## src/rtl/alu_flag_pkg.sv

```systemverilog
package alu_flag_pkg;
  typedef enum logic [1:0] {
    OPC_ADD   = 2'd0,
    OPC_SUB   = 2'd1,
    OPC_LOGIC = 2'd2,
    OPC_RSVD  = 2'd3
  } op_class_e;

  localparam int CTL_BITS = 3;
  localparam int CTL_IE   = 0;
  localparam int CTL_DIR  = 1;
  localparam int CTL_TRC  = 2;

  typedef struct packed {
    logic z;
    logic s;
    logic c;
    logic o;
    logic p;
  } arith_flags_t;
endpackage

```

## src/rtl/parity_tree.sv

```systemverilog
module parity_tree #(
  parameter int WIDTH = 8
) (
  input  logic [WIDTH-1:0] data,
  output logic             even
);
  localparam int NODES = 2 * WIDTH - 1;
  logic [NODES-1:0] node;

  genvar gi;
  generate
    for (gi = 0; gi < WIDTH; gi++) begin : g_leaf
      assign node[WIDTH-1+gi] = data[gi];
    end
    for (gi = 0; gi < WIDTH - 1; gi++) begin : g_inner
      assign node[gi] = node[2*gi+1] ^ node[2*gi+2];
    end
  endgenerate

  assign even = ~node[0];
endmodule

```

## src/rtl/flag_calc.sv

```systemverilog
module flag_calc
  import alu_flag_pkg::*;
#(
  parameter int DATA_W = 16,
  parameter int BYTE_W = 8,
  parameter int PAR_W  = 8
) (
  input  logic [1:0]        op_class,
  input  logic              wide,
  input  logic [DATA_W-1:0] opnd_a,
  input  logic [DATA_W-1:0] opnd_b,
  input  logic [DATA_W-1:0] alu_res,
  input  logic              carry_in_raw,
  output arith_flags_t      nxt
);
  localparam int WMSB = DATA_W - 1;
  localparam int BMSB = BYTE_W - 1;

  op_class_e opc;
  logic      a_top, b_top, r_top;
  logic      zero_byte, zero_word, par_even;
  logic      is_add, is_sub;

  assign opc = op_class_e'(op_class);

  parity_tree #(.WIDTH(PAR_W)) u_par (
    .data (alu_res[PAR_W-1:0]),
    .even (par_even)
  );

  always_comb begin
    zero_byte = (alu_res[BMSB:0] == '0);
    zero_word = (alu_res == '0);
    a_top     = wide ? opnd_a[WMSB]  : opnd_a[BMSB];
    b_top     = wide ? opnd_b[WMSB]  : opnd_b[BMSB];
    r_top     = wide ? alu_res[WMSB] : alu_res[BMSB];
    is_add    = (opc == OPC_ADD);
    is_sub    = (opc == OPC_SUB);

    nxt.z = wide ? zero_word : zero_byte;
    nxt.s = r_top;
    nxt.p = par_even;
    nxt.c = 1'b0;
    nxt.o = 1'b0;
    if (is_add) begin
      nxt.c = carry_in_raw;
      nxt.o = (a_top == b_top) && (r_top != a_top);
    end else if (is_sub) begin
      nxt.c = ~carry_in_raw;
      nxt.o = (a_top != b_top) && (r_top != a_top);
    end
  end
endmodule

```

## src/rtl/ctl_flag_reg.sv

```systemverilog
module ctl_flag_reg
  import alu_flag_pkg::*;
(
  input  logic                clk,
  input  logic                rst,
  input  logic                ctl_wr_en,
  input  logic [CTL_BITS-1:0] ctl_mask,
  input  logic [CTL_BITS-1:0] ctl_data,
  input  logic                instr_done,
  input  logic                irq_in,
  output logic [CTL_BITS-1:0] ctl_q,
  output logic                trap_req,
  output logic                irq_take
);
  genvar gi;
  generate
    for (gi = 0; gi < CTL_BITS; gi++) begin : g_bit
      always_ff @(posedge clk) begin
        if (rst) begin
          ctl_q[gi] <= 1'b0;
        end else if (ctl_wr_en && ctl_mask[gi]) begin
          ctl_q[gi] <= ctl_data[gi];
        end
      end
    end
  endgenerate

  always_ff @(posedge clk) begin
    if (rst) begin
      trap_req <= 1'b0;
      irq_take <= 1'b0;
    end else begin
      trap_req <= instr_done & ctl_q[CTL_TRC];
      irq_take <= irq_in & ctl_q[CTL_IE];
    end
  end
endmodule

```

## src/rtl/alu_flag_unit.sv

```systemverilog
module alu_flag_unit
  import alu_flag_pkg::*;
#(
  parameter int DATA_W = 16,
  parameter int BYTE_W = 8,
  parameter int PAR_W  = 8
) (
  input  logic              clk,
  input  logic              rst,
  input  logic              upd_en,
  input  logic [1:0]        op_class,
  input  logic              wide,
  input  logic [DATA_W-1:0] opnd_a,
  input  logic [DATA_W-1:0] opnd_b,
  input  logic [DATA_W-1:0] alu_res,
  input  logic              carry_in_raw,
  input  logic              ctl_wr_en,
  input  logic [2:0]        ctl_mask,
  input  logic [2:0]        ctl_data,
  input  logic              instr_done,
  input  logic              irq_in,
  output logic              zf,
  output logic              sf,
  output logic              cf,
  output logic              of,
  output logic              pf,
  output logic              ie_flag,
  output logic              dir_down,
  output logic              trace_on,
  output logic              trap_req,
  output logic              irq_take
);
  arith_flags_t        nxt_flags;
  arith_flags_t        flags_q;
  logic [CTL_BITS-1:0] ctl_q;

  flag_calc #(
    .DATA_W (DATA_W),
    .BYTE_W (BYTE_W),
    .PAR_W  (PAR_W)
  ) u_calc (
    .op_class     (op_class),
    .wide         (wide),
    .opnd_a       (opnd_a),
    .opnd_b       (opnd_b),
    .alu_res      (alu_res),
    .carry_in_raw (carry_in_raw),
    .nxt          (nxt_flags)
  );

  always_ff @(posedge clk) begin
    if (rst) begin
      flags_q <= '0;
    end else if (upd_en) begin
      flags_q <= nxt_flags;
    end
  end

  ctl_flag_reg u_ctl (
    .clk        (clk),
    .rst        (rst),
    .ctl_wr_en  (ctl_wr_en),
    .ctl_mask   (ctl_mask),
    .ctl_data   (ctl_data),
    .instr_done (instr_done),
    .irq_in     (irq_in),
    .ctl_q      (ctl_q),
    .trap_req   (trap_req),
    .irq_take   (irq_take)
  );

  assign zf       = flags_q.z;
  assign sf       = flags_q.s;
  assign cf       = flags_q.c;
  assign of       = flags_q.o;
  assign pf       = flags_q.p;
  assign ie_flag  = ctl_q[CTL_IE];
  assign dir_down = ctl_q[CTL_DIR];
  assign trace_on = ctl_q[CTL_TRC];
endmodule

```

## config.mk

```make
export PLATFORM = sky130hd
export DESIGN_NAME = alu_flag_unit
export DESIGN_NICKNAME = d
export VERILOG_FILES = /design/src/rtl/alu_flag_pkg.sv /design/src/rtl/parity_tree.sv /design/src/rtl/flag_calc.sv /design/src/rtl/ctl_flag_reg.sv /design/src/rtl/alu_flag_unit.sv
export SDC_FILE = /design/constraint.sdc
export NUM_CORES = 1
export LEC_CHECK = 0
export BUFFER_PORTS_ARGS = -buffer_cell sky130_fd_sc_hd__clkbuf_2
export CORE_MARGIN = 4
export CORE_UTILIZATION = 31
export DETAILED_ROUTE_END_ITERATION = 12
export PLACE_DENSITY = 0.77
export SYNTH_ARGS = -nofsm -noshare
export SYNTH_HDL_FRONTEND = slang
export SYNTH_HIERARCHICAL = 1
export SYNTH_SLANG_ARGS = --single-unit
```

## constraint.sdc

```tcl
create_clock -name clk -period 1.2 [get_ports clk]
set_clock_uncertainty 0.05 [all_clocks]
set_input_delay 0.12 -clock clk [delete_from_list [all_inputs] [get_ports clk]]
set_output_delay 0.12 -clock clk [all_outputs]
set_load 0.01 [all_outputs]
```

=== Word level (Yosys, flattened, before mapping) ===
Cells that the tools add are included.

* Bitwise gates (word level): 11
* Reduce and logical (&&, ||, !) cells: 8
* Equal/unequal tests: 4
* Multiplexer cells: 6

{| class="wikitable"
|+ Operators by type and width
! operator !! count
|-
| zero test 16 bit || 1
|-
| zero test 8 bit || 1
|-
| XOR 1 bit || 7
|-
| logical AND 1 bit || 5
|-
| 2-to-1 mux 1 bit || 4
|-
| 2-to-1 mux 2 bit || 2
|-
| bitwise AND 1 bit || 2
|-
| == test 2 x 1 -> 1 bit (second input constant) || 1
|-
| zero test 2 bit || 1
|-
| inequality test 1 bit || 2
|-
| inverter 1 bit || 2
|-
| == test 1 bit || 1
|}

* Output and inout bits: 10
* Flip-flop bits (word level): 10
* Input port bits: 64
* Logic and storage cells: 39

=== Longest topological paths before layout ===
Gate-level depths: netlist (run 1).

* Depth in word-level cells: 5
* Mapped depth: 6
* Gate-level depth less buffers: 5

=== Hierarchy ===
Netlist (run 1), hierarchy kept.

{| class="wikitable"
|+ By module, submodules not included
! module !! area each (sq um) !! cells an instance !! instances !! seq. area each (sq um)
|-
| flag_calc || 183.9 || 25 || 1 || 0.0
|-
| alu_flag_unit || 180.2 || 16 || 1 || 100.1
|-
| ctl_flag_reg || 180.2 || 17 || 1 || 100.1
|-
| parity_tree || 61.3 || 7 || 1 || 0.0
|}

=== Worst setup path after synthesis (run 1) ===
No wires, ideal clock.

* Path type: input-to-reg
* Start: input opnd_a[15]
* End: register flags_q (netlist bit of)
* Setup time: 0.064 ns
* Buffers on the path: 0
* Arrival time: 0.956 ns
* Stages: 5
* Path slack: 0.130 ns
* Required time: 1.086 ns
* Cell sequence: xnor2_1 > mux2_4 > a211oi_2 > mux2i_1 > nor2_1

{| class="wikitable"
|+ RTL lines
! element !! RTL line !! RTL
|-
| start, declared || alu_flag_unit.sv:13 || <nowiki>input logic [DATA_W-1:0] opnd_a,</nowiki>
|-
| end signal, assigned || alu_flag_unit.sv:55 || <nowiki>flags_q <= nxt_flags;</nowiki>
|-
| end, declared || alu_flag_unit.sv:34 || <nowiki>arith_flags_t flags_q;</nowiki>
|}

==> Implementation_results.wiki, run 1 <==
{| class="wikitable"
! Metric !! Value
|-
| Run status || finished clean
|-
| Min Clock Period, post-route || 0.9874 ns
|-
| Type of the worst min-delay path || in -> reg
|-
| Synthesis-stage register bit count || 10
|-
| Setup crit end kind || flop
|-
| Pin slew with the least headroom to its limit || 0.2704 ns
|-
| Count of hold-fix buffers inserted at cts || 0
|-
| Post-route fraction of the period consumed by the critical path || 82.28%
|-
| Worst-path clk slew || 0.06 ns
|-
| Cell Pwr Density || 994.4 mW/mm²
|-
| Sum of net half-perimeters after detailed placement || 1322 µm
|-
| CTS root buf || clkbuf_4
|-
| Maximum number of pins on one net before global-route repair || 11
|-
| Number of rows created at floorplan || 15
|-
| Total congestion overflow after global routing || 0
|-
| Layout cells sized above 1 || 49.11%
|-
| Post-detailed-route count of antenna-violating nets || 0
|-
| Antenna violations before repair || 0
|-
| Number of cells produced by synthesis || 65
|-
| Critical path startpoint category || input pin
|-
| Most common library cell in the layout ignoring fill and taps || clkbuf_2
|-
| Worst-case hold slack || 0.02056 ns
|-
| Overall die area || 0.002725 mm²
|-
| Final Slew Violations || 0
|-
| Antenna Diode Count || 0
|-
| Via count of the first global-routing pass || 625
|-
| Relative slew slack || 81.80%
|-
| Die Span Y || 52.20 µm
|-
| Most used cells in the layout excluding fill and tap cells || clkbuf_2, dfxtp_1, xnor2_1, nor2_1, mux2i_1
|-
| Via count normalized by instance count || 4.642
|-
| Placeable core region || 0.001783 mm²
|-
| Pre-CTS setup slack || -0.05009 ns
|-
| Max Clk Rate || 1013 MHz
|-
| Top fanout value on the critical path || 2
|-
| Main area contributors after synthesis || dfxtp_1, xnor2_1, mux2i_1
|-
| Top cell type by total area after synthesis || dfxtp_1
|-
| GP Congestion || 0.5964
|-
| DRT Pass-1 Iters || 2
|-
| Part of the Yosys area used for sequential elements || 33.06%
|-
| Top cell type's share of synthesized area || 33.06%
|-
| TritonCTS clock tree || yes
|-
| Avg Cell Area, Syn || 9.317 µm²
|-
| Post-synth cell types || 20
|-
| Clock latency on the worst-skew pair || 0.25 ns
|-
| Routed wirelength normalized by instance count || 11.01 µm
|-
| Post-layout instance count excluding filler cells || 137
|-
| Required @ worst endpoint || 1.35 ns
|-
| Filler cell count in the final layout || 174
|-
| Placed cells || 133
|-
| Total length of routed wires || 1508 µm
|-
| Wire length of the first global-routing pass || 2235 µm
|-
| Finish-stage setup viols || 0
|-
| Chip Width || 52.20 µm
|-
| Number of gates resized after cts || 0
|-
| Clock net sink count || 10
|-
| Boundary pin count || 74
|-
| Synthesis warning total || 6
|-
| Maximum vdd drop || 0.4727 mV
|-
| TNS Setup || 0 ns
|-
| Hold Path Origin || irq_in
|-
| Setup repair after global routing missed its margin || no
|-
| Worst Path Arrival || 1.13 ns
|-
| Classification of the worst setup path || in -> reg
|-
| Mapped Nets || 129
|-
| Leakage Power || 0.4385 nW
|-
| Area Growth Syn to Fin || 45.66%
|-
| Count of vias placed by the detailed router || 636
|-
| Synthesized cell area || 605.6 µm²
|-
| DRC violation total after the first TritonRoute iteration || 2
|-
| Hold Vio Cnt, Final || 0
|-
| Max Root-Sink Buffers || 2
|-
| Effective utilization at floorplan || 33.96%
|-
| Setup slack of the critical path after layout || 0.2126 ns
|-
| Worst setup startpoint || opnd_a[15]
|-
| # port buffers || 45
|-
| H-tree depth || 1
|-
| Launch instance of the worst register-to-register path || u_ctl/ctl_q[0]
|-
| Detailed-route DRC error count || 0
|-
| Number of buffers created by CTS || 3
|-
| Maximum capacitance violations || 0
|-
| Count of nets after finishing || 177
|-
| Buffers inserted during post-CTS setup optimization || 0
|-
| GRT Overall Usage || 11.11%
|}
-- final timing paths --
| path | to | slack, ns | depth (start not counted) |
|---|---|---|---|
| min | u_ctl/irq_take | 0.02 | 3 |
| max reg2reg | u_ctl/ctl_q[0] | 0.40 | 2 |
| max | of | 0.21 | 6 |
| min reg2reg | u_ctl/irq_take | 0.41 | 2 |
-- through the flow --
| step | total power [mW] | cell area (µm²) | util [%] |
|---|---|---|---|
| finish | 0.8771 | 882.1 | 49.47 |
| global route | 0.9337 | 882.1 | 49.47 |
| CTS | 0.8962 | 882.1 | 49.47 |
| detailed placement | 0.5974 | 845.8 | 47.44 |
| global placement | 0.5889 | 845.8 | 47.44 |
| floorplan | 0.5112 | 605.6 | - |
-- per-layer routing --
layer  global-route usage [%]  share of wire [%]  vias to the layer above
met1                    8.839                 34                      283
met3                    3.704                 15                        2
li1                         -                  -                      316
met5                        0                  0                        -
met4                    6.383               0.60                        0
met2                    22.59                 51                       35
-- Yosys cell counts --
| cell | count |
|---|---|
| a211oi_2 | 1 |
| dfxtp_1 | 10 |
| nor4_1 | 4 |
| a21oi_1 | 3 |
| buf_6 | 1 |
| nand2_1 | 4 |
| a21oi_2 | 1 |
| nand2b_1 | 1 |
| clkbuf_2 | 1 |
| buf_4 | 2 |
| mux2i_1 | 7 |
| xnor2_1 | 10 |
| and3b_1 | 1 |
| a21bo_1 | 3 |
| mux2_2 | 1 |
| nor2_1 | 8 |
| nand3_1 | 3 |
| xor2_1 | 2 |
| mux2_4 | 1 |
| nor2b_1 | 1 |
-- logic make-up (layout without fill, tap and decap cells) --
logic type             after synthesis  after routing  share of synthesized area [%]
AO/OA/AOI/OAI                        8              8                          10.95
XOR/XNOR                            12             12                          17.36
buffers and inverters                4             51                          5.164
flip-flops                          10             10                          33.06
multiplexers                         9              9                          15.91
AND/OR/NAND/NOR                     22             22                          17.56
-- power by group --
| group | total (mW) | internal (mW) | switching, mW |
|---|---|---|---|
| Clock | 0.290 | 0.184 | 0.106 |
| Combinational | 0.230 | 0.127 | 0.103 |
| Sequential | 0.357 | 0.349 | 0.00832 |
| Total | 0.877 | 0.660 | 0.217 |
-- worst max-delay path: stages --
cell      delay (ns)
clkbuf_2        0.10
xnor2_1         0.21
mux2_4          0.32
a211oi_2        0.21
mux2i_1         0.09
nor2_1          0.08
-- registers in the layout (all words and copies together) (netlist names) --
register        count
cf                  1
of                  1
pf                  1
sf                  1
u_ctl/ctl_q         3
u_ctl/irq_take      1
u_ctl/trap_req      1
zf                  1
-- area by class of cell --
type	count	area (µm²)	area share (%)
sequential	10	200.2	22.70
timing repair buffer	47	240.2	27.23
clock buffer	4	36.28	4.113
multi-input combinational	51	374.1	42.41
tap	25	31.28	3.546
(Power assumes the default switching activity.)
==> inputs of run 2 (changes only) <==
==> constraint.sdc (replaced) <==
create_clock -name clk -period 0.95 [get_ports clk]
set_clock_uncertainty 0.05 [all_clocks]
set_input_delay 0.095 -clock clk [delete_from_list [all_inputs] [get_ports clk]]
set_output_delay 0.095 -clock clk [all_outputs]
set_load 0.01 [all_outputs]
==> run 2 against run 1 <==
Effect of this change: utilization increased by 2.8 points; hold slack improved by 0.0091 ns; flip-flop and latch count unchanged; via count decreased by 3.1%; cell area increased by 5.7%; critical endpoint unchanged; setup slack got worse by 0.16 ns; non-clock buffer count increased by 3; sequential power increased by 27%; global-route usage decreased by 0.17 points.
==> Implementation_results.wiki, run 2 (synthesis gave the netlist of run 1 again) <==
{| class="wikitable"
! Metric !! Value
|-
| Run status || finished clean
|-
| Buffers inserted during post-CTS setup optimization || 0 (unchanged)
|-
| Type of the worst min-delay path || in -> reg
|-
| Fraction of power spent switching nets || 25.34% (+0.60 points)
|-
| Pin slew with the least headroom to its limit || 0.2538 ns (-0.01665 ns)
|-
| Hold Vio Cnt, Final || 0 (unchanged)
|-
| Critical Path Max Stage Delay || 0.32 ns (about the same)
|-
| Total congestion overflow after global routing || 0 (unchanged)
|-
| Setup slack of the critical path after layout || 0.05472 ns (-0.1579 ns)
|-
| Critical Path, Cell by Cell || buf_8 -> xnor2_4 -> mux2_4 -> a211oi_2 -> mux2i_1 -> nor2_1
|-
| Placed cells || 135 (+1.5%)
|-
| Effective utilization at floorplan || 33.96% (unchanged)
|-
| GP Congestion || 0.6367 (+6.8%)
|-
| Post-layout instance count excluding filler cells || 139 (+1.5%)
|-
| Maximum capacitance violations || 0 (unchanged)
|-
| Antenna Diode Count || 0 (unchanged)
|-
| Critical path startpoint category || input pin
|-
| Placeable core region || 0.001783 mm² (unchanged)
|-
| Switching Power || 261.7 µW (+21%)
|-
| Max Clk Rate || 1117 MHz
|-
| Clock latency on the worst-skew pair || 0.25 ns (about the same)
|-
| Reg with most FFs || u_ctl/ctl_q
|-
| H-tree depth || 1 (unchanged)
|-
| Number of flip-flops under the largest register name || 3 (unchanged)
|-
| Number of buffers created by CTS || 3 (unchanged)
|-
| Relative slew slack || 82.93% (+1.1 points)
|-
| Total length of routed wires || 1481 µm (-1.8%)
|-
| Die Span Y || 52.20 µm (unchanged)
|-
| Sum of net half-perimeters after detailed placement || 1241 µm (-6.1%)
|-
| # port buffers || 45 (unchanged)
|-
| Number of rows created at floorplan || 15 (unchanged)
|-
| GRT Overall Usage || 10.95% (-0.17 points)
|-
| Maximum vdd drop || 0.7524 mV (+59%)
|-
| Final Slew Violations || 0 (unchanged)
|-
| Wire length of the first global-routing pass || 2290 µm (+2.5%)
|-
| Total internal power || 771.0 µW (+17%)
|-
| Max Root-Sink Buffers || 2 (unchanged)
|-
| Required @ worst endpoint || 1.09 ns (-0.26 ns)
|-
| Antenna violations before repair || 0 (unchanged)
|-
| Boundary pin count || 74 (unchanged)
|-
| TritonCTS clock tree || yes
|-
| CTS root buf || clkbuf_4
|-
| Leakage Power || 0.4613 nW (+5.2%)
|-
| Chip Width || 52.20 µm (unchanged)
|-
| Layout cells sized above 1 || 50.00% (+0.89 points)
|-
| DRC violation total after the first TritonRoute iteration || 1 (-1)
|-
| DRT Pass-1 Iters || 2 (unchanged)
|-
| Overall die area || 0.002725 mm² (unchanged)
|-
| Worst-path clk slew || 0.06 ns (about the same)
|-
| Slowest cell on crit path || mux2_4
|-
| Sequential share of power || 43.7% (+3.0 points)
|-
| Finish-stage setup viols || 0 (unchanged)
|-
| Setup repair after global routing missed its margin || yes
|-
| Routed wirelength normalized by instance count || 10.65 µm (-3.2%)
|-
| Clock net sink count || 10 (unchanged)
|-
| Detailed-route DRC error count || 0 (unchanged)
|-
| Setup crit end kind || flop
|-
| Post-route fraction of the period consumed by the critical path || 94.24%
|-
| Min Clock Period, post-route || 0.8953 ns
|-
| Count of vias placed by the detailed router || 616 (-3.1%)
|-
| Worst Path Arrival || 1.03 ns (-0.10 ns)
|-
| Post-detailed-route count of antenna-violating nets || 0 (unchanged)
|-
| Via count normalized by instance count || 4.432 (-4.5%)
|-
| Buf+Inv Stages, Crit Path || 1 (unchanged)
|-
| Cell Pwr Density || 1108 mW/mm² (+11%)
|-
| Top fanout value on the critical path || 2 (unchanged)
|-
| Via count of the first global-routing pass || 596 (-4.6%)
|-
| Fin util || 52.28% (+2.8 points)
|-
| Crit-path leading delay family || multiplexers
|-
| Count of nets after finishing || 180 (+1.7%)
|-
| Most common library cell in the layout ignoring fill and taps || clkbuf_2
|-
| Classification of the worst setup path || in -> reg
|-
| Area Growth Syn to Fin || 53.93%
|-
| Maximum number of pins on one net before global-route repair || 11 (unchanged)
|-
| Most used cells in the layout excluding fill and tap cells || clkbuf_2, dfxtp_1, xnor2_1, nor2_1, mux2i_1
|-
| Portion of total power attributed to combinational logic || 30.9% (+4.6 points)
|-
| Clock network power share || 25.4% (-7.6 points)
|-
| Pre-CTS setup slack || -0.2579 ns (-0.2078 ns)
|}
run 2: power by group through the flow:
stage | clock network [mW] | registers (mW) | logic (mW)
2_1_floorplan | 0 | 0.471 | 0.196
3_3_place_gp | 0 | 0.460 | 0.305
3_5_place_dp | 0 | 0.461 | 0.310
4_1_cts | 0.282 | 0.452 | 0.317
5_1_grt | 0.297 | 0.455 | 0.354
6_report | 0.262 | 0.452 | 0.319
run 2: worst register-to-register path: cells and delay by family, from the launching register on:
family	cells	cell delay (ns)
compound gates	2	0.34
flops	1	0.35
run 2: repair_timing:
item | CTS | global route
endpoints found under the setup margin | 1 | 1
resized for setup | 1 | 6
hold buffers | 1 | 0
endpoints found under the hold margin | 1 | 0
run 2: path summary, 6_finish.rpt:
kind | from | endpoint | slack (ns) | cells past startpoint
max | opnd_a[15] | of | 0.05 | 6
min | ctl_data[1] | u_ctl/ctl_q[1] | 0.03 | 3
max reg2reg | u_ctl/ctl_q[0] | u_ctl/ctl_q[0] | 0.15 | 2
min reg2reg | u_ctl/ctl_q[0] | u_ctl/irq_take | 0.41 | 2
run 2: through the flow:
stage	setup TNS [ns]	area [µm²]	power [mW]	hold slack (ns)
after floorplan	-0.01956	651.9	0.6663	0.1074
after global placement	-0.3905	883.3	0.7657	0.2554
after detailed placement	-0.4945	883.3	0.7710	0.2631
after CTS	0	918.4	1.051	0.01959
after global routing	-0.01297	932.1	1.106	0.02791
final	0	932.1	1.033	0.02967
run 2: final cells by class:
class                      count  area, µm²
sequential                    10      200.2
tap                           25      31.28
multi-input combinational     51      396.6
timing repair buffer          50      281.5
fill                         177      850.8
clock buffer                   3      22.52
run 2: routing by layer:
layer  vias to the layer above  routed length (µm)  track usage [%]
li1                        322                   -                -
met1                       260                 570            12.70
met2                        32                 748            19.67
met3                         2                 155            1.425
met4                         0                   6            5.106
met5                         -                   0                0
==> inputs of run 3 (changes only) <==
--- a/config.mk
+++ b/config.mk
@@ -6,10 +6,13 @@
 export NUM_CORES = 1
 export LEC_CHECK = 0
 export BUFFER_PORTS_ARGS = -buffer_cell sky130_fd_sc_hd__clkbuf_2
+export CELL_PAD_IN_SITES_DETAIL_PLACEMENT = 0
+export CELL_PAD_IN_SITES_GLOBAL_PLACEMENT = 1
 export CORE_MARGIN = 4
-export CORE_UTILIZATION = 31
+export CORE_UTILIZATION = 20
+export CTS_CLUSTER_SIZE = 8
 export DETAILED_ROUTE_END_ITERATION = 12
-export PLACE_DENSITY = 0.77
+export PLACE_DENSITY_LB_ADDON = 0.1
 export SYNTH_ARGS = -nofsm -noshare
 export SYNTH_HDL_FRONTEND = slang
 export SYNTH_HIERARCHICAL = 1
==> run 3 against run 2 <==
Effect of this change: hold slack got worse by 0.0079 ns; combinational power increased by 3%; clock power increased by 40%; non-clock buffer count increased by 3; maximum frequency decreased by 2.1%; via count increased by 0.49%; final cell count increased by 7.2%; largest cell class unchanged; highest routed layer unchanged.
==> Implementation_results.wiki, run 3 (synthesis gave the netlist of run 1 again) <==
{| class="wikitable"
! Metric !! Value
|-
| Filler cell count in the final layout || 326 (+84%)
|-
| Hold Vio Cnt, Final || 0 (unchanged)
|-
| Fin util || 34.50% (-18 points)
|-
| Length in cells of the worst reg-to-reg path || 2 (unchanged)
|-
| Worst-path clk slew || 0.06 ns (about the same)
|-
| Overall die area || 0.003972 mm² (+46%)
|-
| Top fanout value on the critical path || 1 (-1)
|-
| DRT Pass-1 Iters || 4 (+2)
|-
| Required @ worst endpoint || 1.09 ns (about the same)
|-
| Count of vias placed by the detailed router || 619 (+0.49%)
|-
| Classification of the worst setup path || in -> reg
|-
| Final Slew Violations || 0 (unchanged)
|-
| Area Growth Syn to Fin || 61.16%
|-
| Pin slew with the least headroom to its limit || 0.2586 ns (+0.004819 ns)
|-
| Antenna Diode Count || 0 (unchanged)
|-
| Maximum vdd drop || 0.5817 mV (-23%)
|-
| Max Clk Rate || 1093 MHz (-2.1%)
|-
| Most common library cell in the layout ignoring fill and taps || clkbuf_2
|-
| Number of flip-flops under the largest register name || 3 (unchanged)
|-
| Layout cells sized above 1 || 51.69% (+1.7 points)
|-
| Leakage Power || 0.4823 nW (+4.5%)
|-
| TritonCTS clock tree || yes
|-
| CTS root buf || clkbuf_4
|-
| Worst Path Arrival || 1.06 ns (+0.03 ns)
|-
| H-tree depth || 1 (unchanged)
|-
| Via count normalized by instance count || 4.154 (-6.3%)
|-
| GP Congestion || 0.6808 (+6.9%)
|-
| Sum of net half-perimeters after detailed placement || 1264 µm (+1.9%)
|-
| Reg with most FFs || u_ctl/ctl_q
|-
| Number of rows created at floorplan || 19 (+4)
|-
| Post-route fraction of the period consumed by the critical path || 96.27% (+2.0 points)
|-
| Most used cells in the layout excluding fill and tap cells || clkbuf_2, dfxtp_1, xnor2_1, nor2_1
|-
| Setup repair after global routing missed its margin || yes
|-
| Run status || finished clean
|-
| # port buffers || 45 (unchanged)
|-
| Maximum number of pins on one net before global-route repair || 11 (unchanged)
|-
| Buffers inserted during post-CTS setup optimization || 0 (unchanged)
|-
| Worst hold path depth || 3 (unchanged)
|-
| Clock latency on the worst-skew pair || 0.25 ns (about the same)
|-
| GRT Overall Usage || 7.735% (-3.2 points)
|-
| Setup slack of the critical path after layout || 0.03541 ns (-0.01931 ns)
|-
| Post-detailed-route count of antenna-violating nets || 0 (unchanged)
|-
| Max Root-Sink Buffers || 2 (unchanged)
|-
| Type of the worst min-delay path || in -> reg
|-
| Count of nets after finishing || 183 (+1.7%)
|-
| Setup crit end kind || flop
|-
| Wire length of the first global-routing pass || 2497 µm (+9.0%)
|-
| Total length of routed wires || 1463 µm (-1.2%)
|-
| Total congestion overflow after global routing || 0 (unchanged)
|-
| Antenna violations before repair || 0 (unchanged)
|-
| Chip Width || 63.03 µm (+21%)
|-
| Effective utilization at floorplan || 21.41% (-13 points)
|-
| Maximum capacitance violations || 0 (unchanged)
|-
| Via count of the first global-routing pass || 617 (+3.5%)
|-
| Number of buffers created by CTS || 3 (unchanged)
|-
| Boundary pin count || 74 (unchanged)
|-
| Placeable core region || 0.002829 mm² (+59%)
|-
| Critical path startpoint category || input pin
|-
| Pre-CTS setup slack || -0.2414 ns (+0.01650 ns)
|-
| Detailed-route DRC error count || 0 (unchanged)
|-
| Worst-case hold slack || 0.02175 ns (-0.007921 ns)
|-
| DRC violation total after the first TritonRoute iteration || 9 (+8)
|-
| Min Clock Period, post-route || 0.9146 ns (+0.01931 ns)
|-
| Finish-stage setup viols || 0 (unchanged)
|-
| Routed wirelength normalized by instance count || 9.819 µm (-7.8%)
|-
| Clock net sink count || 10 (unchanged)
|-
| Die Span Y || 63.03 µm (+21%)
|-
| Relative slew slack || 82.60% (-0.32 points)
|-
| Cell Pwr Density || 1176 mW/mm² (+6.1%)
|}
==> run 3: cell types whose count changed in the layout (fill, tap and decap cells not counted), sizes merged <==
| cell | delta |
|---|---|
| buf | +3 |
| clkbuf | +1 |
==> run 3: power by group <==
part | switching (mW) | internal [mW] | total, mW
Clock | 0.136 | 0.232 | 0.368
Combinational | 0.135 | 0.193 | 0.328
Sequential | 0.0105 | 0.441 | 0.451
==> run 3: what timing repair did <==
action / in CTS / in global routing
hold buffers: 1 / 0
endpoints found under the hold margin: 1 / 0
setup endpoints to repair: 0 / 1
resized for setup: 0 / 7
==> run 3: critical path, stage by stage <==
cell and delay, ns:
buf_8 0.10, xnor2_4 0.15, mux2_4 0.31, a211oi_2 0.21
mux2i_1 0.09, nor2_1 0.09
==> run 3: cell type report <==
class / instances / area [µm²] / area share, %
Clock buffer: 4 / 36.28 / 3.718
Multi-Input combinational cell: 51 / 396.6 / 40.64
Sequential cell: 10 / 200.2 / 20.51
Tap cell: 31 / 38.79 / 3.974
Timing Repair Buffer: 53 / 304.0 / 31.15
==> run 3: final timing paths <==
check / slack (ns) / endpoint / startpoint
max: 0.04 / of / opnd_b[15]
min: 0.02 / u_ctl/ctl_q[2] / ctl_data[2]
max reg2reg: 0.15 / u_ctl/ctl_q[0] / u_ctl/ctl_q[0]
min reg2reg: 0.41 / u_ctl/irq_take / u_ctl/ctl_q[0]
==> run 3: stage by stage <==
| step | area, µm² | power, mW | instances | setup TNS (ns) |
|---|---|---|---|---|
| 3_3_place_gp | 913.4 | 0.7807 | 144 | -0.4808 |
| 6_report | 975.9 | 1.147 | 149 | 0 |
| 3_5_place_dp | 913.4 | 0.7817 | 144 | -0.5102 |
| 4_1_cts | 959.7 | 1.167 | 149 | 0 |
| 5_1_grt | 975.9 | 1.228 | 149 | -0.02806 |
| 2_1_floorplan | 651.9 | 0.6663 | 65 | -0.01956 |
==> run 3: metal layers <==
metal / share of wire [%] / GRT usage, % / wire length, µm
met3: 11 / 1.978 / 158
met2: 46 / 12.65 / 672
met4: 1.2 / 4.959 / 17
met5: 0 / 0 / 0
met1: 42 / 8.855 / 615
